--- config.mk ---
export PLATFORM = sky130hd
export DESIGN_NAME = spi_burst_xchg
export DESIGN_NICKNAME = d
export VERILOG_FILES = /design/src/rtl/spi_bx_pkg.sv /design/src/rtl/spi_bx_fifo.sv /design/src/rtl/spi_bx_shifter.sv /design/src/rtl/spi_bx_seq.sv /design/src/rtl/spi_burst_xchg.sv
export SDC_FILE = /design/constraint.sdc
export NUM_CORES = 1
export LEC_CHECK = 0
export CAP_MARGIN = 20
export CELL_PAD_IN_SITES_DETAIL_PLACEMENT = 0
export CELL_PAD_IN_SITES_GLOBAL_PLACEMENT = 1
export CORE_MARGIN = 2
export CORE_UTILIZATION = 40
export DETAILED_ROUTE_END_ITERATION = 10
export GPL_TIMING_DRIVEN = 0
export PLACE_DENSITY_LB_ADDON = 0.1
export SYNTH_ARGS = -nofsm -noshare
export SYNTH_HDL_FRONTEND = slang
export SYNTH_SLANG_ARGS = --single-unit
export TNS_END_PERCENT = 5
--- constraint.sdc ---
create_clock -name clk -period 6.6 [get_ports clk]
set_clock_uncertainty 0.1 [all_clocks]
set_input_delay 1.65 -clock clk [delete_from_list [all_inputs] [get_ports clk]]
set_output_delay 1.65 -clock clk [all_outputs]
set_load 0.01 [all_outputs]
--- src/rtl/spi_bx_pkg.sv ---
package spi_bx_pkg;
  typedef enum logic [1:0] {
    XS_IDLE,
    XS_CHECK,
    XS_LAUNCH,
    XS_RUN
  } xs_state_e;

  typedef struct packed {
    logic byte_done;
    logic dropped;
    logic finish;
  } xs_event_t;
endpackage

--- src/rtl/spi_bx_fifo.sv ---
module spi_bx_fifo #(
  parameter int W     = 8,
  parameter int DEPTH = 8,
  localparam int AW   = (DEPTH > 1) ? $clog2(DEPTH) : 1,
  localparam int LW   = $clog2(DEPTH + 1)
) (
  input  logic          clk,
  input  logic          rst,
  input  logic          push,
  input  logic [W-1:0]  push_data,
  input  logic          pop,
  output logic [W-1:0]  pop_data,
  output logic [LW-1:0] level
);
  logic [W-1:0]  mem [DEPTH];
  logic [AW-1:0] wptr, rptr;
  logic          push_ok, pop_ok;

  assign push_ok = push && (level != LW'(DEPTH));
  assign pop_ok  = pop && (level != '0);

  // storage: no reset so a block RAM can be inferred
  always_ff @(posedge clk) begin
    if (push_ok) mem[wptr] <= push_data;
    if (pop_ok)  pop_data  <= mem[rptr];
  end

  always_ff @(posedge clk) begin
    if (rst) begin
      wptr  <= '0;
      rptr  <= '0;
      level <= '0;
    end else begin
      if (push_ok) wptr <= (wptr == AW'(DEPTH - 1)) ? '0 : wptr + 1'b1;
      if (pop_ok)  rptr <= (rptr == AW'(DEPTH - 1)) ? '0 : rptr + 1'b1;
      case ({push_ok, pop_ok})
        2'b10:   level <= level + 1'b1;
        2'b01:   level <= level - 1'b1;
        default: level <= level;
      endcase
    end
  end
endmodule

--- src/rtl/spi_bx_shifter.sv ---
module spi_bx_shifter #(
  parameter int SCLK_DIV = 4,
  localparam int HALF    = SCLK_DIV / 2,
  localparam int TW      = $clog2(HALF + 1)
) (
  input  logic       clk,
  input  logic       rst,
  input  logic       start,
  input  logic [7:0] tx_byte,
  input  logic       miso,
  output logic       sclk,
  output logic       mosi,
  output logic       done,
  output logic [7:0] rx_byte
);
  logic          active;
  logic [TW-1:0] tcnt;
  logic [2:0]    bitn;
  logic [6:0]    sreg;
  logic [7:0]    rreg;

  always_ff @(posedge clk) begin
    if (rst) begin
      active  <= 1'b0;
      tcnt    <= '0;
      bitn    <= '0;
      sreg    <= '0;
      rreg    <= '0;
      sclk    <= 1'b0;
      mosi    <= 1'b0;
      done    <= 1'b0;
      rx_byte <= '0;
    end else begin
      done <= 1'b0;
      if (!active) begin
        if (start) begin
          active <= 1'b1;
          tcnt   <= '0;
          bitn   <= '0;
          sclk   <= 1'b0;
          mosi   <= tx_byte[7];
          sreg   <= tx_byte[6:0];
        end
      end else if (tcnt == TW'(HALF - 1)) begin
        tcnt <= '0;
        if (!sclk) begin
          sclk <= 1'b1;
          rreg <= {rreg[6:0], miso};
        end else begin
          sclk <= 1'b0;
          if (bitn == 3'd7) begin
            active  <= 1'b0;
            done    <= 1'b1;
            rx_byte <= rreg;
          end else begin
            bitn <= bitn + 1'b1;
            mosi <= sreg[6];
            sreg <= {sreg[5:0], 1'b0};
          end
        end
      end else begin
        tcnt <= tcnt + 1'b1;
      end
    end
  end
endmodule

--- src/rtl/spi_bx_seq.sv ---
module spi_bx_seq
  import spi_bx_pkg::*;
#(
  parameter int CNT_W = 24
) (
  input  logic             clk,
  input  logic             rst,
  input  logic             xch_start,
  input  logic             discard_en,
  input  logic [CNT_W-1:0] burst_len,
  input  logic [CNT_W-1:0] dummy_len,
  input  logic             tx_empty,
  input  logic             rx_full,
  input  logic             sh_done,
  output logic             tx_pop,
  output logic             sh_start,
  output logic             rx_push,
  output logic             busy,
  output xs_event_t        ev
);
  xs_state_e        st;
  logic [CNT_W-1:0] bcnt, dcnt;
  logic             disc_q;
  logic             keep;

  always_comb begin
    keep     = !(disc_q && (dcnt != '0));
    tx_pop   = (st == XS_CHECK) && !tx_empty;
    sh_start = (st == XS_LAUNCH);
    rx_push  = (st == XS_RUN) && sh_done && keep && !rx_full;
  end

  always_ff @(posedge clk) begin
    if (rst) begin
      st     <= XS_IDLE;
      busy   <= 1'b0;
      bcnt   <= '0;
      dcnt   <= '0;
      disc_q <= 1'b0;
      ev     <= '0;
    end else begin
      ev <= '0;
      case (st)
        XS_IDLE: begin
          if (xch_start) begin
            bcnt   <= burst_len;
            dcnt   <= dummy_len;
            disc_q <= discard_en;
            busy   <= 1'b1;
            st     <= XS_CHECK;
          end
        end
        XS_CHECK: begin
          if (tx_empty) begin
            busy      <= 1'b0;
            ev.finish <= 1'b1;
            st        <= XS_IDLE;
          end else begin
            st <= XS_LAUNCH;
          end
        end
        XS_LAUNCH: st <= XS_RUN;
        XS_RUN: begin
          if (sh_done) begin
            ev.byte_done <= 1'b1;
            if (!keep)        dcnt       <= dcnt - 1'b1;
            else if (rx_full) ev.dropped <= 1'b1;
            if (bcnt == CNT_W'(1)) begin
              busy      <= 1'b0;
              ev.finish <= 1'b1;
              st        <= XS_IDLE;
            end else begin
              if (bcnt != '0) bcnt <= bcnt - 1'b1;
              st <= XS_CHECK;
            end
          end
        end
        default: st <= XS_IDLE;
      endcase
    end
  end
endmodule

--- src/rtl/spi_burst_xchg.sv ---
module spi_burst_xchg
  import spi_bx_pkg::*;
#(
  parameter int FIFO_DEPTH = 8,
  parameter int CNT_W      = 24,
  parameter int SCLK_DIV   = 4,
  localparam int LVL_W     = $clog2(FIFO_DEPTH + 1)
) (
  input  logic             clk,
  input  logic             rst,
  input  logic             tx_push,
  input  logic [7:0]       tx_data,
  output logic [LVL_W-1:0] tx_level,
  input  logic             rx_pop,
  output logic [7:0]       rx_data,
  output logic [LVL_W-1:0] rx_level,
  input  logic             xch_start,
  input  logic             discard_en,
  input  logic [CNT_W-1:0] burst_len,
  input  logic [CNT_W-1:0] dummy_len,
  output logic             xch_busy,
  output logic             ev_byte,
  output logic             ev_rx_drop,
  output logic             ev_done,
  output logic             sclk,
  output logic             mosi,
  input  logic             miso
);
  logic       tx_pop, sh_start, sh_done, rx_push;
  logic [7:0] tx_head, sh_rx;
  logic       tx_empty, rx_full;
  xs_event_t  ev;

  assign tx_empty   = (tx_level == '0);
  assign rx_full    = (rx_level == LVL_W'(FIFO_DEPTH));
  assign ev_byte    = ev.byte_done;
  assign ev_rx_drop = ev.dropped;
  assign ev_done    = ev.finish;

  spi_bx_fifo #(.W(8), .DEPTH(FIFO_DEPTH)) u_txq (
    .clk(clk), .rst(rst),
    .push(tx_push), .push_data(tx_data),
    .pop(tx_pop), .pop_data(tx_head),
    .level(tx_level)
  );

  spi_bx_fifo #(.W(8), .DEPTH(FIFO_DEPTH)) u_rxq (
    .clk(clk), .rst(rst),
    .push(rx_push), .push_data(sh_rx),
    .pop(rx_pop), .pop_data(rx_data),
    .level(rx_level)
  );

  spi_bx_shifter #(.SCLK_DIV(SCLK_DIV)) u_shift (
    .clk(clk), .rst(rst),
    .start(sh_start), .tx_byte(tx_head), .miso(miso),
    .sclk(sclk), .mosi(mosi), .done(sh_done), .rx_byte(sh_rx)
  );

  spi_bx_seq #(.CNT_W(CNT_W)) u_seq (
    .clk(clk), .rst(rst),
    .xch_start(xch_start), .discard_en(discard_en),
    .burst_len(burst_len), .dummy_len(dummy_len),
    .tx_empty(tx_empty), .rx_full(rx_full), .sh_done(sh_done),
    .tx_pop(tx_pop), .sh_start(sh_start), .rx_push(rx_push),
    .busy(xch_busy), .ev(ev)
  );
endmodule

==> results.toml, run 1 <==
[outcome]
status = "finished clean"

[pwr]
power_leakage_nw = 4.56
power_density_mw_per_mm2 = 288
ir_worst_vdd_uv = 198

[cts]
cts_tree = "built"
ctsResizeCount = 0
cts_root_buf = "clkbuf_16"
postCtsHoldBufs = 0
clkTransAtPathRegs_ns = 0.06
clock_latency_on_the_worst_skew_pair_ns = 0.54
cts_max_path_buffers = 3
numCtsBuffers = 28
clock-sinks = 251
cts_post_setup_buffers_inserted = 0
cts-htree-levels = 1

[placed_design]
io_buffer_count = 84
post_detailed_placement_cell_area_sq_mm = 0.0126
detailedPlacementHpwl_mm = 20.5
routabilityCongestion = 0.839

[worst_setup_path]
arrival_ns = 5.02
worst_setup_path_start_kind = "primary input"
cp_max_fo = 10
worst-path-buf-inv = 3
cp_slowest_stage_delay_ns = 0.78
cp_cell_sequence = "clkdlybuf4s50_1 > nor3b_1 > a21oi_1 > clkbuf_1 > a311oi_1 > clkbuf_1 > o211ai_1 > a21oi_1"
cp_slowest_cell = "a311oi_1"
endpoint_kind = "flip-flop"
required_ns = 6.97
timing.setup.critical_path_class = "primary input to flip-flop"
worst_path_dominant_cell_family = "buffers and inverters"

[global_route]
grt_first_pass_wirelength_mm = 46.7
globalRoute.totalOverflow = 0
antenna_violations_before_repair = 0
grt_usage_pct = 20.6
grt_max_degree = 14
vias_in_the_first_global_route = 8061

[cells_and_area]
area_delta_synth_final_pct = 21.4
finish.net_count = 1154
filler_cell_count = 2583
stdcell_area_sq_mm = 0.0135
antenna-diode-count = 0
fraction_of_layout_instances_using_a_drive_strength_above_1_pct = 11.3
post-route-util_pct = 49.0

[yosys]
synthesis.nets = 1030
synth_top_cell_area_share_pct = 38.8
synth_seq_cells = 251
synthFlopType = "edfxtp_1"
synth.most_common_cell = "edfxtp_1"
synthesis.area_sq_mm = 0.0112
post_synth_most_frequent_cells = "144 x edfxtp_1, 107 x dfxtp_1, 79 x nor2_1, 76 x a21oi_1, 67 x nand2_1"
syn_avg_cell_area_sq_um = 11.8
synth_async_sr_flop_share_pct = 0
synthesis.instances = 947
ys_top_cells_by_area = "edfxtp_1 39%, dfxtp_1 19%, mux4_2 6.5%"
yosysWarnings = 0
synth_top_area_cell = "edfxtp_1"
synth.lib_cells_used.distinct = 62
synth_edf_count = 144
synth.yosys.seq_area_share_pct = 58.0

[drt]
detailroute.via_count = 8300
route.antenna.remaining_nets = 0
vias_per_cell = 5.64
drt_wl_total_mm = 29.7
dr.first_iter.drc_count = 725
firstDrtPassIters = 5
post-route-drc-count = 0
post_drt_wl_per_cell_microns = 20.2

[floorplanning]
fp-row-count = 61
fp.dieH_microns = 171
floorplan.io_pins = 85
die_area_sq_mm = 0.0292
design.core.area_sq_mm = 0.0276
fp.dieW_microns = 171
floorplan.initialDensity_pct = 40.4

[sta]
final_min_period_over_clock_period_pct = 70.4
setup-violations-final = 0
min_tclk_post_route_ns = 4.65
worstMarginPinSlew_ns = 1.02
slew_violations = 0
fmax_mhz = 215
slew_headroom_pct = 31.3
setup_tns_ns = 0
grt_setup_unrepaired = "no"
finalHoldViolCount = 0

[min_path]
holdCritPathClass = "flip-flop to flip-flop"

[flow_run]
max_cap_viol_count = 0
==> layout make-up <==
class | count | area, sq um | area share, %
buffer | 64 | 249 | 1.84
clock buffer | 39 | 773 | 5.71
clock inverter | 13 | 175 | 1.29
inverter | 15 | 56.3 | 0.416
multi-input combinational | 617 | 4430 | 32.7
sequential | 251 | 6470 | 47.8
tap | 378 | 473 | 3.49
timing repair buffer | 94 | 910 | 6.72
==> per-stage QoR <==
stage | std cells | hold WS [ns] | total power, mW | worst slack [ns]
detailed placement | 1419 | 0.352 | 2.32 | 1.56
CTS | 1471 | 0.360 | 3.92 | 2.11
global route | 1471 | 0.385 | 4.05 | 1.70
finish | 1471 | 0.359 | 3.89 | 1.95
global placement | 1409 | 0.348 | 2.32 | 1.56
floorplan | 947 | 0.332 | 2.12 | 3.00
==> cells in the final DEF, fill, tap and decap left out, types with 13 or more instances in the layout <==
cell type        instances
edfxtp_1               144
dfxtp_1                107
clkdlybuf4s50_1         84
nor2_1                  79
a21oi_1                 76
nand2_1                 67
clkbuf_1                60
o21ai_0                 36
nor3_1                  34
mux4_2                  32
clkbuf_16               29
nand3_1                 23
nor4_1                  20
a31oi_1                 19
mux2i_1                 19
ha_1                    19
o31ai_1                 18
mux2_2                  17
inv_1                   15
o311ai_0                14
or4_1                   13
==> final timing paths <==
check,cells after the start,startpoint,slack (ns),end
max,8,xch_start,1.95,u_seq.dcnt[1]$_SDFFE_PP0P_
min,2,u_shift.rreg[7]$_SDFFE_PP0P_,0.36,u_shift.rreg[7]$_SDFFE_PP0P_
max reg2reg,14,u_seq.dcnt[0]$_SDFFE_PP0P_,2.87,u_rxq.level[2]$_SDFFE_PP0P_
min reg2reg,2,u_shift.rreg[7]$_SDFFE_PP0P_,0.36,u_shift.rreg[7]$_SDFFE_PP0P_
==> tightest hold or removal path, stage by stage, from the launching register on <==
cell     delay, ns
dfxtp_1       0.31
nand2_1       0.05
a21oi_1       0.05
==> logic make-up after synthesis <==
group	count (synthesis)	share of synthesized area [%]
adders and majority gates	20	2.31
muxes	68	9.88
DFF	251	58.0
xor gates and xnor gates	7	0.550
AOI/OAI and AO/OA	221	12.7
buffers and inverters	79	2.74
and+or+nand+nor	301	13.8
==> where the power goes <==
group	internal [mW]	switching [mW]
combinational	0.207	0.324
clock	0.975	0.624
sequential	1.71	0.0531
==> layer usage <==
metal,part of all wire (%),track usage [%],up-vias,routed length (microns)
met5,0,0,-,0
met4,2.1,5.01,0,629
met3,5.0,2.66,46,1500
met2,46,33.7,235,13700
met1,47,29.1,4106,13900
li1,-,-,3913,-
==> state kept, by name (all words and copies together) (netlist names), 8 cells and up, named ones only <==
register         cells
u_shift.rx_byte      8
u_rxq.pop_data       8
u_txq.mem           64
u_seq.bcnt          24
u_seq.dcnt          24
u_txq.pop_data       8
u_rxq.mem           64
u_shift.rreg         8
No activity file was read; power rests on OpenSTA's default activity.
==> run 2: changes to the inputs <==
==> constraint.sdc (replaced) <==
create_clock -name clk -period 3.99 [get_ports clk]
set_clock_uncertainty 0.1 [all_clocks]
set_input_delay 0.9975 -clock clk [delete_from_list [all_inputs] [get_ports clk]]
set_output_delay 0.9975 -clock clk [all_outputs]
set_load 0.01 [all_outputs]
==> run 2 against run 1 <==
  * Final cell count is the same
  * Hold slack is essentially flat
  * Via count is essentially flat
  * Combinational power grew 66%
  * Die area is the same
  * Power grew 66%
  * Largest power group unchanged
==> results.toml, run 2 (synthesis results as in run 1) <==
[sta]
setup-violations-final = 0
fmax_mhz = 272
final_min_period_over_clock_period_pct = 92.0
grt_setup_unrepaired = "no"
min_tclk_post_route_ns = 3.67
worstMarginPinSlew_ns = 1.02
setup_tns_ns = 0
slew_headroom_pct = 31.3
slew_violations = 0
finalHoldWorstSlack_ns = 0.359
finalHoldViolCount = 0

[worst_setup_path]
cp_max_fo = 10
worst_setup_path_start_kind = "primary input"
worst_path_dominant_cell_family = "buffers and inverters"
cp_slowest_cell = "a311oi_1"
arrival_ns = 4.04
worst-path-buf-inv = 3
cp_cell_sequence = "clkdlybuf4s50_1 > nor3b_2 > a21oi_1 > clkbuf_1 > a311oi_1 > clkbuf_1 > o211ai_1 > a21oi_1"
cp_slowest_stage_delay_ns = 0.75
required_ns = 4.36
endpoint_kind = "flip-flop"
timing.setup.critical_path_class = "primary input to flip-flop"

[global_route]
grt_first_pass_wirelength_mm = 46.7
vias_in_the_first_global_route = 8061
antenna_violations_before_repair = 0
globalRoute.totalOverflow = 0
grt_max_degree = 14
grt_usage_pct = 20.6

[cts]
numCtsBuffers = 28
cts_max_path_buffers = 3
clock_latency_on_the_worst_skew_pair_ns = 0.54
cts_tree = "built"
clock-sinks = 251
cts_root_buf = "clkbuf_16"
cts-htree-levels = 1
clkTransAtPathRegs_ns = 0.06
cts_post_setup_buffers_inserted = 0

[drt]
post_drt_wl_per_cell_microns = 20.1
detailroute.via_count = 8299
dr.first_iter.drc_count = 674
route.antenna.remaining_nets = 0
firstDrtPassIters = 4
drt_wl_total_mm = 29.6
vias_per_cell = 5.64
post-route-drc-count = 0

[cells_and_area]
finish.net_count = 1154
post-route-util_pct = 49.0
antenna-diode-count = 0
filler_cell_count = 2582
fraction_of_layout_instances_using_a_drive_strength_above_1_pct = 11.4
reg.largest.list = "u_rxq.mem: 64 flops, u_txq.mem: 64 flops"
commonest_non_fill_non_tap_cell_in_the_layout = "edfxtp_1"
multiInputGateArea_sq_mm = 0.00444
leading_cell_types_in_the_layout_fill_and_taps_excluded = "144 x edfxtp_1, 107 x dfxtp_1, 84 x clkdlybuf4s50_1"
layout.cells.non_filler = 1471
area_delta_synth_final_pct = 21.5
register_area_sq_mm = 0.00647

[floorplanning]
design.core.area_sq_mm = 0.0276
fp-row-count = 61
floorplan.io_pins = 85
fp.dieH_microns = 171
fp.dieW_microns = 171
floorplan.initialDensity_pct = 40.4
die_area_sq_mm = 0.0292

[pwr]
power_density_mw_per_mm2 = 476
ir_worst_vdd_uv = 328
power_leakage_nw = 4.57

[flow_run]
max_cap_viol_count = 0

[min_path]
holdCritPathClass = "flip-flop to flip-flop"

[placed_design]
routabilityCongestion = 0.839
io_buffer_count = 84
detailedPlacementHpwl_mm = 20.5
dpl.cell_count = 1419

[outcome]
status = "finished clean"
## run 2: cell counts in the layout (fill, tap and decap cells not counted)
No cell type changed its count.
## run 2: path summary, 6_finish.rpt
kind | cells past startpoint | start | end | slack [ns]
setup / recovery | 8 | xch_start | u_seq.dcnt[1]$_SDFFE_PP0P_ | 0.32
hold / removal | 2 | u_shift.rreg[7]$_SDFFE_PP0P_ | u_shift.rreg[7]$_SDFFE_PP0P_ | 0.36
setup reg to reg | 12 | u_seq.st[0]$_SDFFE_PP0P_ | u_rxq.level[2]$_SDFFE_PP0P_ | 0.35
hold reg to reg | 2 | u_shift.rreg[7]$_SDFFE_PP0P_ | u_shift.rreg[7]$_SDFFE_PP0P_ | 0.36
## run 2: worst reg2reg max path: stages, from the launching register on
cell and delay, ns:
dfxtp_1 0.49, and2_1 0.18, clkbuf_1 0.54, nand2_1 0.33, a21oi_1 0.37, nand2_1 0.24
ha_1 0.31, xor2_1 0.16, ha_1 0.19, a21oi_1 0.14, xor2_1 0.09, or3_1 0.31
a21oi_1 0.14
## run 2: cell type report
cell class	instances	share of cell area, %
Clock inverter	13	1.29
Clock buffer	39	5.71
Buffer	64	1.84
Timing Repair Buffer	94	6.72
Tap cell	378	3.49
Inverter	15	0.416
Sequential cell	251	47.7
Multi-Input combinational cell	617	32.8
## run 2: timing repair
action,in CTS,in global routing
setup endpoints to repair,0,10
hold buffers,0,0
resized for setup,0,2
## run 2: power by group
group / leakage [nW] / switching [mW] / total, mW / internal (mW)
Combinational: 1.92 / 0.538 / 0.882 / 0.344
Sequential: 2.19 / 0.0883 / 2.92 / 2.83
Clock: 0.454 / 1.03 / 2.65 / 1.61
Total: 4.57 / 1.66 / 6.44 / 4.79
## run 2: per-layer routing
| layer | track usage [%] | vias up | wire length, microns |
|---|---|---|---|
| li1 | - | 3918 | - |
| met1 | 29.1 | 4116 | 14000 |
| met2 | 33.7 | 220 | 13700 |
| met3 | 2.66 | 45 | 1300 |
| met4 | 5.01 | 0 | 650 |
| met5 | 0 | - | 0 |
## run 2: through the flow
stage          setup WS (ns)  instance area [sq um]  power [mW]
2_1_floorplan          0.636                  11200        3.50
3_3_place_gp          -0.399                  12500        3.83
3_5_place_dp          -0.395                  12600        3.84
4_1_cts                0.149                  13500        6.48
5_1_grt               0.0802                  13500        6.71
6_report               0.319                  13500        6.44
